File: src/rtl/mdio45_pkg.sv
package mdio45_pkg;
    localparam int FRAME_BITS = 64;
    localparam int TA_IDX     = 46;
    localparam int DATA_IDX   = 48;
    localparam int IDX_W      = $clog2(FRAME_BITS);

    localparam logic [2:0] CMD_WR = 3'd5;
    localparam logic [2:0] CMD_RD = 3'd7;

    localparam logic [3:0] OFS_MGMT = 4'h0;
    localparam logic [3:0] OFS_ADDR = 4'h8;
    localparam logic [3:0] OFS_CFG  = 4'hC;

    typedef enum logic [1:0] {SEQ_IDLE, SEQ_ADDR, SEQ_DATA} seq_e;

    // half MDC period in system clocks for each divider code
    function automatic int unsigned half_period(input logic [1:0] sel);
        case (sel)
            2'd0:    return 128;
            2'd1:    return 32;
            2'd2:    return 16;
            default: return 4;
        endcase
    endfunction
endpackage

File: src/rtl/mdio45_clkdiv.sv
module mdio45_clkdiv
    import mdio45_pkg::*;
#(
    parameter int CNT_W = 7
) (
    input  logic       clk,
    input  logic       rst_n,
    input  logic       run_i,
    input  logic [1:0] sel_i,
    output logic       mdc_o,
    output logic       rise_o,
    output logic       fall_o
);
    typedef struct packed {
        logic [CNT_W-1:0] cnt;
        logic             mdc;
        logic [1:0]       sel;
    } div_t;

    div_t             s_d, s_q;
    logic [CNT_W-1:0] lim;
    logic             wrap;

    always_comb begin
        lim  = CNT_W'(half_period(s_q.sel) - 1);
        wrap = run_i && (s_q.cnt == lim);
        s_d  = s_q;
        if (!run_i) begin
            s_d.cnt = '0;
            s_d.mdc = 1'b0;
            s_d.sel = sel_i;        // divider picked up only between frames
        end else if (wrap) begin
            s_d.cnt = '0;
            s_d.mdc = ~s_q.mdc;
        end else begin
            s_d.cnt = s_q.cnt + 1'b1;
        end
    end

    always_ff @(posedge clk or negedge rst_n) begin
        if (!rst_n) s_q <= '0;
        else        s_q <= s_d;
    end

    assign mdc_o  = s_q.mdc;
    assign rise_o = wrap && !s_q.mdc;
    assign fall_o = wrap &&  s_q.mdc;


    cnt_range_chk: assert property (@(posedge clk) disable iff (!rst_n)
        run_i |-> (s_q.cnt <= lim));
endmodule

File: src/rtl/mdio45_shifter.sv
module mdio45_shifter
    import mdio45_pkg::*;
(
    input  logic                  clk,
    input  logic                  rst_n,
    input  logic                  start_i,
    input  logic [FRAME_BITS-1:0] frame_i,
    input  logic                  rd_i,
    input  logic                  rise_i,
    input  logic                  fall_i,
    input  logic                  mdio_i,
    output logic                  active_o,
    output logic                  done_o,
    output logic                  mdio_o,
    output logic                  oe_o,
    output logic                  ta_o,
    output logic [15:0]           rxd_o
);
    typedef struct packed {
        logic [FRAME_BITS-1:0] sh;
        logic [IDX_W-1:0]      idx;
        logic                  act;
        logic                  rd;
        logic                  ta;
        logic [15:0]           rx;
    } shf_t;

    shf_t s_d, s_q;

    always_comb begin
        s_d = s_q;
        if (start_i) begin
            s_d.sh  = frame_i;
            s_d.idx = '0;
            s_d.act = 1'b1;
            s_d.rd  = rd_i;
            s_d.ta  = 1'b1;
            s_d.rx  = '0;
        end else if (s_q.act) begin
            if (rise_i) begin
                if (s_q.idx == IDX_W'(TA_IDX + 1)) s_d.ta = mdio_i;
                if (s_q.idx >= IDX_W'(DATA_IDX))   s_d.rx = {s_q.rx[14:0], mdio_i};
            end
            if (fall_i) begin
                s_d.sh = {s_q.sh[FRAME_BITS-2:0], 1'b1};
                if (s_q.idx == IDX_W'(FRAME_BITS - 1)) s_d.act = 1'b0;
                else                                   s_d.idx = s_q.idx + 1'b1;
            end
        end
    end

    always_ff @(posedge clk or negedge rst_n) begin
        if (!rst_n) s_q <= '0;
        else        s_q <= s_d;
    end

    assign active_o = s_q.act;
    assign done_o   = s_q.act && fall_i && (s_q.idx == IDX_W'(FRAME_BITS - 1));
    assign mdio_o   = s_q.act ? s_q.sh[FRAME_BITS-1] : 1'b1;
    assign oe_o     = s_q.act && !(s_q.rd && (s_q.idx >= IDX_W'(TA_IDX)));
    assign ta_o     = s_q.ta;
    assign rxd_o    = s_q.rx;
endmodule

File: src/rtl/mdio45_ctrl.sv
module mdio45_ctrl
    import mdio45_pkg::*;
#(
    parameter int ADDR_W = 4
) (
    input  logic              clk,
    input  logic              rst_n,
    input  logic              bus_sel_i,
    input  logic              bus_we_i,
    input  logic [ADDR_W-1:0] bus_addr_i,
    input  logic [31:0]       bus_wdata_i,
    output logic [31:0]       bus_rdata_o,
    output logic              mdc_o,
    output logic              mdio_o,
    output logic              mdio_oe_o,
    input  logic              mdio_i
);
    typedef struct packed {
        seq_e        seq;
        logic        start;
        logic        valid;
        logic [2:0]  op;
        logic [4:0]  dev;
        logic [4:0]  prt;
        logic [15:0] data;
        logic [15:0] regnum;
        logic [31:0] cfg;
    } ctl_t;

    ctl_t                  s_d, s_q;
    logic                  wr, accept, busy;
    logic                  frm_act, frm_done, frm_ta, rise, fall;
    logic [15:0]           frm_rx;
    logic [FRAME_BITS-1:0] frame;
    logic [3:0]            ofs;

    assign ofs  = 4'(bus_addr_i);
    assign wr   = bus_sel_i && bus_we_i;
    assign busy = (s_q.seq != SEQ_IDLE);

    always_comb begin
        accept = wr && (ofs == OFS_MGMT) && !busy &&
                 ((bus_wdata_i[28:26] == CMD_WR) || (bus_wdata_i[28:26] == CMD_RD));
        s_d       = s_q;
        s_d.start = 1'b0;
        if (wr && (ofs == OFS_CFG)) s_d.cfg = bus_wdata_i;
        case (s_q.seq)
            SEQ_IDLE: begin
                if (wr && (ofs == OFS_ADDR)) s_d.regnum = bus_wdata_i[15:0];
                if (wr && (ofs == OFS_MGMT)) begin
                    s_d.op   = bus_wdata_i[28:26];
                    s_d.dev  = bus_wdata_i[25:21];
                    s_d.prt  = bus_wdata_i[20:16];
                    s_d.data = bus_wdata_i[15:0];
                end
                if (accept) begin
                    s_d.seq   = SEQ_ADDR;
                    s_d.start = 1'b1;
                    s_d.valid = 1'b0;
                end
            end
            SEQ_ADDR: if (frm_done) begin
                s_d.seq   = SEQ_DATA;
                s_d.start = 1'b1;
            end
            default: if (frm_done) begin
                s_d.seq = SEQ_IDLE;
                if ((s_q.op == CMD_RD) && !frm_ta) begin
                    s_d.valid = 1'b1;
                    s_d.data  = frm_rx;
                end
            end
        endcase

        if (s_q.seq == SEQ_ADDR)
            frame = {32'hFFFF_FFFF, 2'b00, 2'b00, s_q.prt, s_q.dev, 2'b10, s_q.regnum};
        else if (s_q.op == CMD_RD)
            frame = {32'hFFFF_FFFF, 2'b00, 2'b11, s_q.prt, s_q.dev, 2'b11, 16'hFFFF};
        else
            frame = {32'hFFFF_FFFF, 2'b00, 2'b01, s_q.prt, s_q.dev, 2'b10, s_q.data};

        case (ofs)
            OFS_MGMT: bus_rdata_o = {1'b0, busy, s_q.valid, s_q.op, s_q.dev, s_q.prt, s_q.data};
            OFS_ADDR: bus_rdata_o = {16'h0, s_q.regnum};
            OFS_CFG:  bus_rdata_o = s_q.cfg;
            default:  bus_rdata_o = '0;
        endcase
    end

    always_ff @(posedge clk or negedge rst_n) begin
        if (!rst_n) s_q <= '{seq: SEQ_IDLE, default: '0};
        else        s_q <= s_d;
    end

    mdio45_clkdiv #(.CNT_W(7)) div_i (
        .clk(clk), .rst_n(rst_n), .run_i(frm_act), .sel_i(s_q.cfg[1:0]),
        .mdc_o(mdc_o), .rise_o(rise), .fall_o(fall)
    );

    mdio45_shifter shf_i (
        .clk(clk), .rst_n(rst_n), .start_i(s_q.start), .frame_i(frame),
        .rd_i((s_q.seq == SEQ_DATA) && (s_q.op == CMD_RD)),
        .rise_i(rise), .fall_i(fall), .mdio_i(mdio_i),
        .active_o(frm_act), .done_o(frm_done), .mdio_o(mdio_o), .oe_o(mdio_oe_o),
        .ta_o(frm_ta), .rxd_o(frm_rx)
    );


    cmd_start_chk: assert property (@(posedge clk) disable iff (!rst_n)
        accept |=> busy);

    idle_quiet_chk: assert property (@(posedge clk) disable iff (!rst_n)
        !busy |-> (!mdc_o && !mdio_oe_o));

    mdio_stable_chk: assert property (@(posedge clk) disable iff (!rst_n)
        $rose(mdc_o) |-> ($stable(mdio_o) && $stable(mdio_oe_o)));

    valid_src_chk: assert property (@(posedge clk) disable iff (!rst_n)
        $rose(s_q.valid) |-> $past((s_q.seq == SEQ_DATA) && (s_q.op == CMD_RD)));

    busy_end_chk: assert property (@(posedge clk) disable iff (!rst_n)
        $fell(busy) |-> $past(frm_done));
endmodule

File: config.mk
export PLATFORM = sky130hd
export DESIGN_NAME = mdio45_ctrl
export DESIGN_NICKNAME = d
export VERILOG_FILES = /design/src/rtl/mdio45_pkg.sv /design/src/rtl/mdio45_clkdiv.sv /design/src/rtl/mdio45_shifter.sv /design/src/rtl/mdio45_ctrl.sv
export SDC_FILE = /design/constraint.sdc
export NUM_CORES = 1
export LEC_CHECK = 0
export ABC_CLOCK_PERIOD_IN_PS = 5000
export BUFFER_PORTS_ARGS = -buffer_cell sky130_fd_sc_hd__buf_2
export CAP_MARGIN = 20
export CORE_MARGIN = 4
export CORE_UTILIZATION = 28
export CTS_CLUSTER_SIZE = 24
export DETAILED_ROUTE_END_ITERATION = 10
export GPL_TIMING_DRIVEN = 0
export PLACE_DENSITY = 0.45
export SLEW_MARGIN = 20
export SYNTH_ARGS = -nofsm -noshare
export SYNTH_HDL_FRONTEND = slang
export SYNTH_SLANG_ARGS = --single-unit
File: constraint.sdc
create_clock -name clk -period 5 [get_ports clk]
set_clock_uncertainty 0.15 [all_clocks]
set_input_delay 1 -clock clk [delete_from_list [all_inputs] [get_ports clk]]
set_output_delay 1 -clock clk [all_outputs]
set_load 0.005 [all_outputs]
# ---- After elaboration in Yosys (flattened, before gate mapping)
# Cells that the tools add are included.
dict set report totals {
  regBits 180
  latchBits 0
  mem_bits_rw 0
  romBits 0
  inputBits 41
  out_inout_bits 35
  wordCells 112
  memories 0
}
dict set report classes {
  add_sub_neg 3
  multipliers 0
  n_div 0
  n_lt_le_gt_ge 2
  n_eq_ne 17
  shifts 0
  n_mux 30
  bitwise 2
  n_reduce_logical 40
}
# op n
set ops {}
lappend ops {{71-bit two-way mux} 3}
lappend ops {{32-bit case mux with 3 select lines} 1}
lappend ops {{16-bit two-way mux} 4}
lappend ops {{30-bit two-way mux} 2}
lappend ops {{17-bit two-way mux} 3}
lappend ops {{16-bit case mux with 2 select lines} 1}
lappend ops {{6-bit case mux with 3 select lines} 1}
lappend ops {{2-bit nonzero test} 8}
lappend ops {{1-bit logical AND} 15}
lappend ops {{6-bit equality test (second input constant)} 2}
lappend ops {{6-bit >= comparator (second input constant)} 2}
lappend ops {{3-bit AND reduction} 4}
lappend ops {{2-bit inequality test (second input constant)} 5}
lappend ops {{3-bit equality test (second input constant)} 3}
lappend ops {{4-bit equality test (second input constant)} 2}
lappend ops {{8-bit two-way mux} 1}
lappend ops {{4-bit AND reduction} 2}
lappend ops {{7-bit by 1-bit adder with 7-bit output (second input constant)} 1}
lappend ops {{7-bit equality test} 1}
lappend ops {{7-bit two-way mux} 1}
lappend ops {{7-bit by 1-bit subtractor with 7-bit output (second input constant)} 1}
lappend ops {{6-bit by 1-bit adder with 6-bit output (second input constant)} 1}
lappend ops {{1-bit two-way mux} 6}
lappend ops {{6-bit two-way mux} 1}
lappend ops {{13 further kinds} 23}

# ---- Longest topological paths before layout
dict set report depth {
  depth_word 10
  depth_mapped 9
  ltp_nobuf 6
}

# ---- By module
# A second synthesis with hierarchy kept.
dict set report hier_totals {
  cells_unflattened 752
  hier_area_um2 8640.8
}
# module n_inst cells_per_inst area_each_um2 seq_area_each_um2
set modules_own_cells {}
lappend modules_own_cells {mdio45_shifter 1 422 4246.6 2227.1}
lappend modules_own_cells {mdio45_ctrl 1 284 3875.0 2026.9}
lappend modules_own_cells {mdio45_clkdiv 1 46 519.2 250.2}

# ---- Least setup slack after synthesis
# Ideal clock, no wire load.
dict set report synth_timing {
  path_kind {input -> output}
  from {input port bus_addr_i[3]}
  to {output port bus_rdata_o[10]}
  arrival_ps 2003
  required_ps 3850
  path_slack_ps 1847
  path_stages 4
  n_path_buf 1
  path_cell_list {nor4_1 -> clkbuf_1 -> a222oi_1 -> inv_1}
}
dict set report synth_via {
  elab_chain_cells 2
  word_cells_on_any_way 4
  cone_classes {2 x eq/ne; 1 x mux; 1 x reduce/logical}
}
# item line
set synth_lines {}
lappend synth_lines {{start, declared} mdio45_ctrl.sv:10} ;# input logic [ADDR_W-1:0] bus_addr_i,
lappend synth_lines {{4-bit equality test / 4-bit zero test (equally long branches)} mdio45_ctrl.sv:82} ;# case (ofs)
lappend synth_lines {{32-bit case mux with 3 select lines (*)} mdio45_ctrl.sv:82}
lappend synth_lines {{end, declared} mdio45_ctrl.sv:12} ;# output logic [31:0] bus_rdata_o,
# Every way passes the cells marked *; elsewhere a longest branch is shown, timed or not.

# ---- Final worst setup path
dict set report layout_timing {
  from {input port bus_addr_i[3]}
  to {output port bus_rdata_o[15]}
}
# Same word-level chain as after synthesis.

==> qor.csv <==
metric;value;unit
die width;180;microns
Seq/Total Area, Yosys;0.543;
first-pass GRT wire length;36.6;mm
unrepaired setup endpoints after global routing;no;
post-synthesis async set-or-reset flop share;1.00;
Sum Neg Setup Slack;0;ns
core area;28900;sq um
max-cap viol count;0;
Tmin final;4.19;ns
status;finished clean;
M3 GR Usage;0.0218;
final hold violations;0;
# clock sinks;180;
GR Util All Layers;0.141;
std cell rows;62;
post-placement cell count;1199;
ant diodes;0;
final setup vio count;0;
NumNets Final;878;
via-per-instance ratio;4.93;
gr busiest metal;met2;
CP required;3.85;ns
initial DRC count;351;
Crit Path Category;primary input to output pin;
FILL cells;2945;
Leakage;4.60;nW
Starting Density;0.287;
Net Count, Synth;781;
Final period util;0.838;
Pre-Repair DR Iteration Count;5;
chip height;180;microns
CP max stage delay;0.63;ns
cell mode on critical path;buf_2;
HPWL Detailed;15.6;mm
Avg Cell Area, Syn;11.3;sq um
#FFs+latches synth;180;
synth top area cells;dfrtp_1 54%, mux2_2 5.4%, nand2_1 4.5%;
GR Layer Usage met2;0.231;
DRC viols;0;
crit-path max FO;10;
slew margin rel.;0.418;
max-slew violation count;0;
area delta synth->final;18.3;%
pre-CTS setup slack;0.815;ns
gr ovfl total;0;
fmax;239;MHz
number of setup buffers added after CTS;0;
Skew-Pair Late Insertion Delay;0.43;ns
Startpoint Class;primary input;
DR vias;6070;
vias in the first global route;6245;
PD cells;307;nW/um^2
cts repair resizes;0;
H-tree lvl count;4;
CP arrival;3.04;ns
Reg area;4500;sq um
die area;32400;sq um
Final Worst Setup Slack;0.810;ns
TritonCTS Buffers;17;
CTS Hold Bufs;0;
number of synthesized flops with an enable pin;0;
CP max-delay cell;clkbuf_1;
WL final;23.0;mm
Netlist Area Pre-Place;8300;sq um
most frequent cells after synthesis;180 x dfrtp_1, 99 x nand2_1, 40 x mux2_2, 35 x a21oi_1, 34 x clkbuf_1;
met1 Resource Use GR;0.196;
Final Total Pwr;3.01;mW
Clock transition at path regs;0.08;ns
WL per Instance;18.7;microns
Reg2Reg Depth;6;
area of the multi-input gates;3490;sq um
top-count cell post-synth;dfrtp_1;
Main synth FF type;dfrtp_1;
top cell type's share of synthesized area;0.543;
crit end category;output pin;
Max Root-Sink Buffers;2;
Post-Synthesis Cells;737;
type of the tightest min-delay check;primary input to async pin;
Max rail drop VDD;161;uV
clk root buf;clkbuf_16;
gpl congestion;0.746;
CTS tree;yes;
crit path cell chain;buf_2 > nor4_2 > buf_4 > clkbuf_1 > a222oi_1 > inv_1 > buf_2;
largest net degree at the start of global routing;91;
Port Buffer Count;75;
Worst-Margin Slew;0.873;ns
Final ANT Viol Nets;0;
Synthesis Warnings;0;
final std cells w/o fill;1230;
share of cells above drive strength 1;0.216;
Unique masters post-synth;53;
IO Pins;76;
Yosys top cell by area;dfrtp_1;
initial antenna violation count;0;
## power by group
part	switching [mW]	internal, mW	total (mW)	leakage [nW]
combinational	0.0694	0.0551	0.125	2.03
sequential	0.0259	1.51	1.53	2.28
clock	0.637	0.719	1.36	0.284
total	0.733	2.28	3.01	4.60
## state kept, by name, indices dropped and copies added (netlist names)
signal,cells
div_i.mdc_o,1
div_i.s_q,9
s_q,81
shf_i.active_o,1
shf_i.rxd_o,16
shf_i.s_q,71
shf_i.ta_o,1
## worst paths after layout
kind | start | slack [ns] | end
min | rst_n | 0.28 | s_q[20]$_DFFE_PN0P_
max reg2reg | s_q[75]$_DFFE_PN0P_ | 2.20 | s_q[62]$_DFFE_PN0P_
max in group asynchronous | rst_n | 3.35 | s_q[1]$_DFFE_PN0P_
min reg2reg | div_i.s_q[3]$_DFF_PN0_ | 0.31 | div_i.s_q[3]$_DFF_PN0_
max | bus_addr_i[3] | 0.81 | bus_rdata_o[15]
min in group clk | div_i.s_q[3]$_DFF_PN0_ | 0.31 | div_i.s_q[3]$_DFF_PN0_
## worst max-delay path: cells and delay by family
family | cells | cell delay, ns
compound gates | 1 | 0.33
buf+inv | 5 | 1.19
simple gates | 1 | 0.50
## stage by stage
stage                util  hold slack [ns]  area, sq um
finish              0.339            0.276         9810
global route        0.339            0.285         9810
CTS                 0.339            0.275         9810
detailed placement  0.319            0.296         9230
global placement    0.316            0.301         9150
floorplan               -            0.275         8300
## logic make-up (layout without fill, tap and decap cells)
family / after synthesis / count (layout) / synth area share
simple gates: 246 / 246 / 0.159
mux: 98 / 98 / 0.132
compound gates: 132 / 132 / 0.118
flops: 180 / 180 / 0.543
fa+ha+maj: 3 / 3 / 0.00452
buf+inv: 72 / 181 / 0.0372
xor+xnor: 6 / 6 / 0.00633
## layout make-up
| type | instances | area share |
|---|---|---|
| Sequential cell | 180 | 0.459 |
| Inverter | 20 | 0.00765 |
| Multi-Input combinational cell | 485 | 0.356 |
| Clock buffer | 18 | 0.0448 |
| Timing Repair Buffer | 78 | 0.0457 |
| Buffer | 52 | 0.0238 |
| Tap cell | 384 | 0.0490 |
| Clock inverter | 13 | 0.0144 |
## cell usage in the layout, fill, tap and decap left out, types with 4 or more instances in the layout
master,count
a21oi_1,35
a222oi_1,16
a22o_1,14
a22oi_1,12
and3_1,6
buf_2,87
clkbuf_1,34
clkbuf_16,17
dfrtp_1,180
inv_1,20
inv_6,5
mux2_1,29
mux2_2,40
mux2_4,5
mux2i_1,24
nand2_1,99
nand2b_1,22
nand3_1,6
nand3b_1,33
nand4_1,4
nor2_1,28
nor2b_1,8
nor3_1,5
o21ai_0,22
o21ai_1,4
o221a_1,10
o221a_2,6
or3_1,17
xnor2_1,4
## metal layers
| layer | wire length [microns] | up-vias |
|---|---|---|
| met4 | 304 | 0 |
| met1 | 11000 | 3097 |
| met5 | 0 | - |
| met2 | 10900 | 113 |
| li1 | - | 2837 |
| met3 | 742 | 23 |
(Power assumes the default switching activity.)
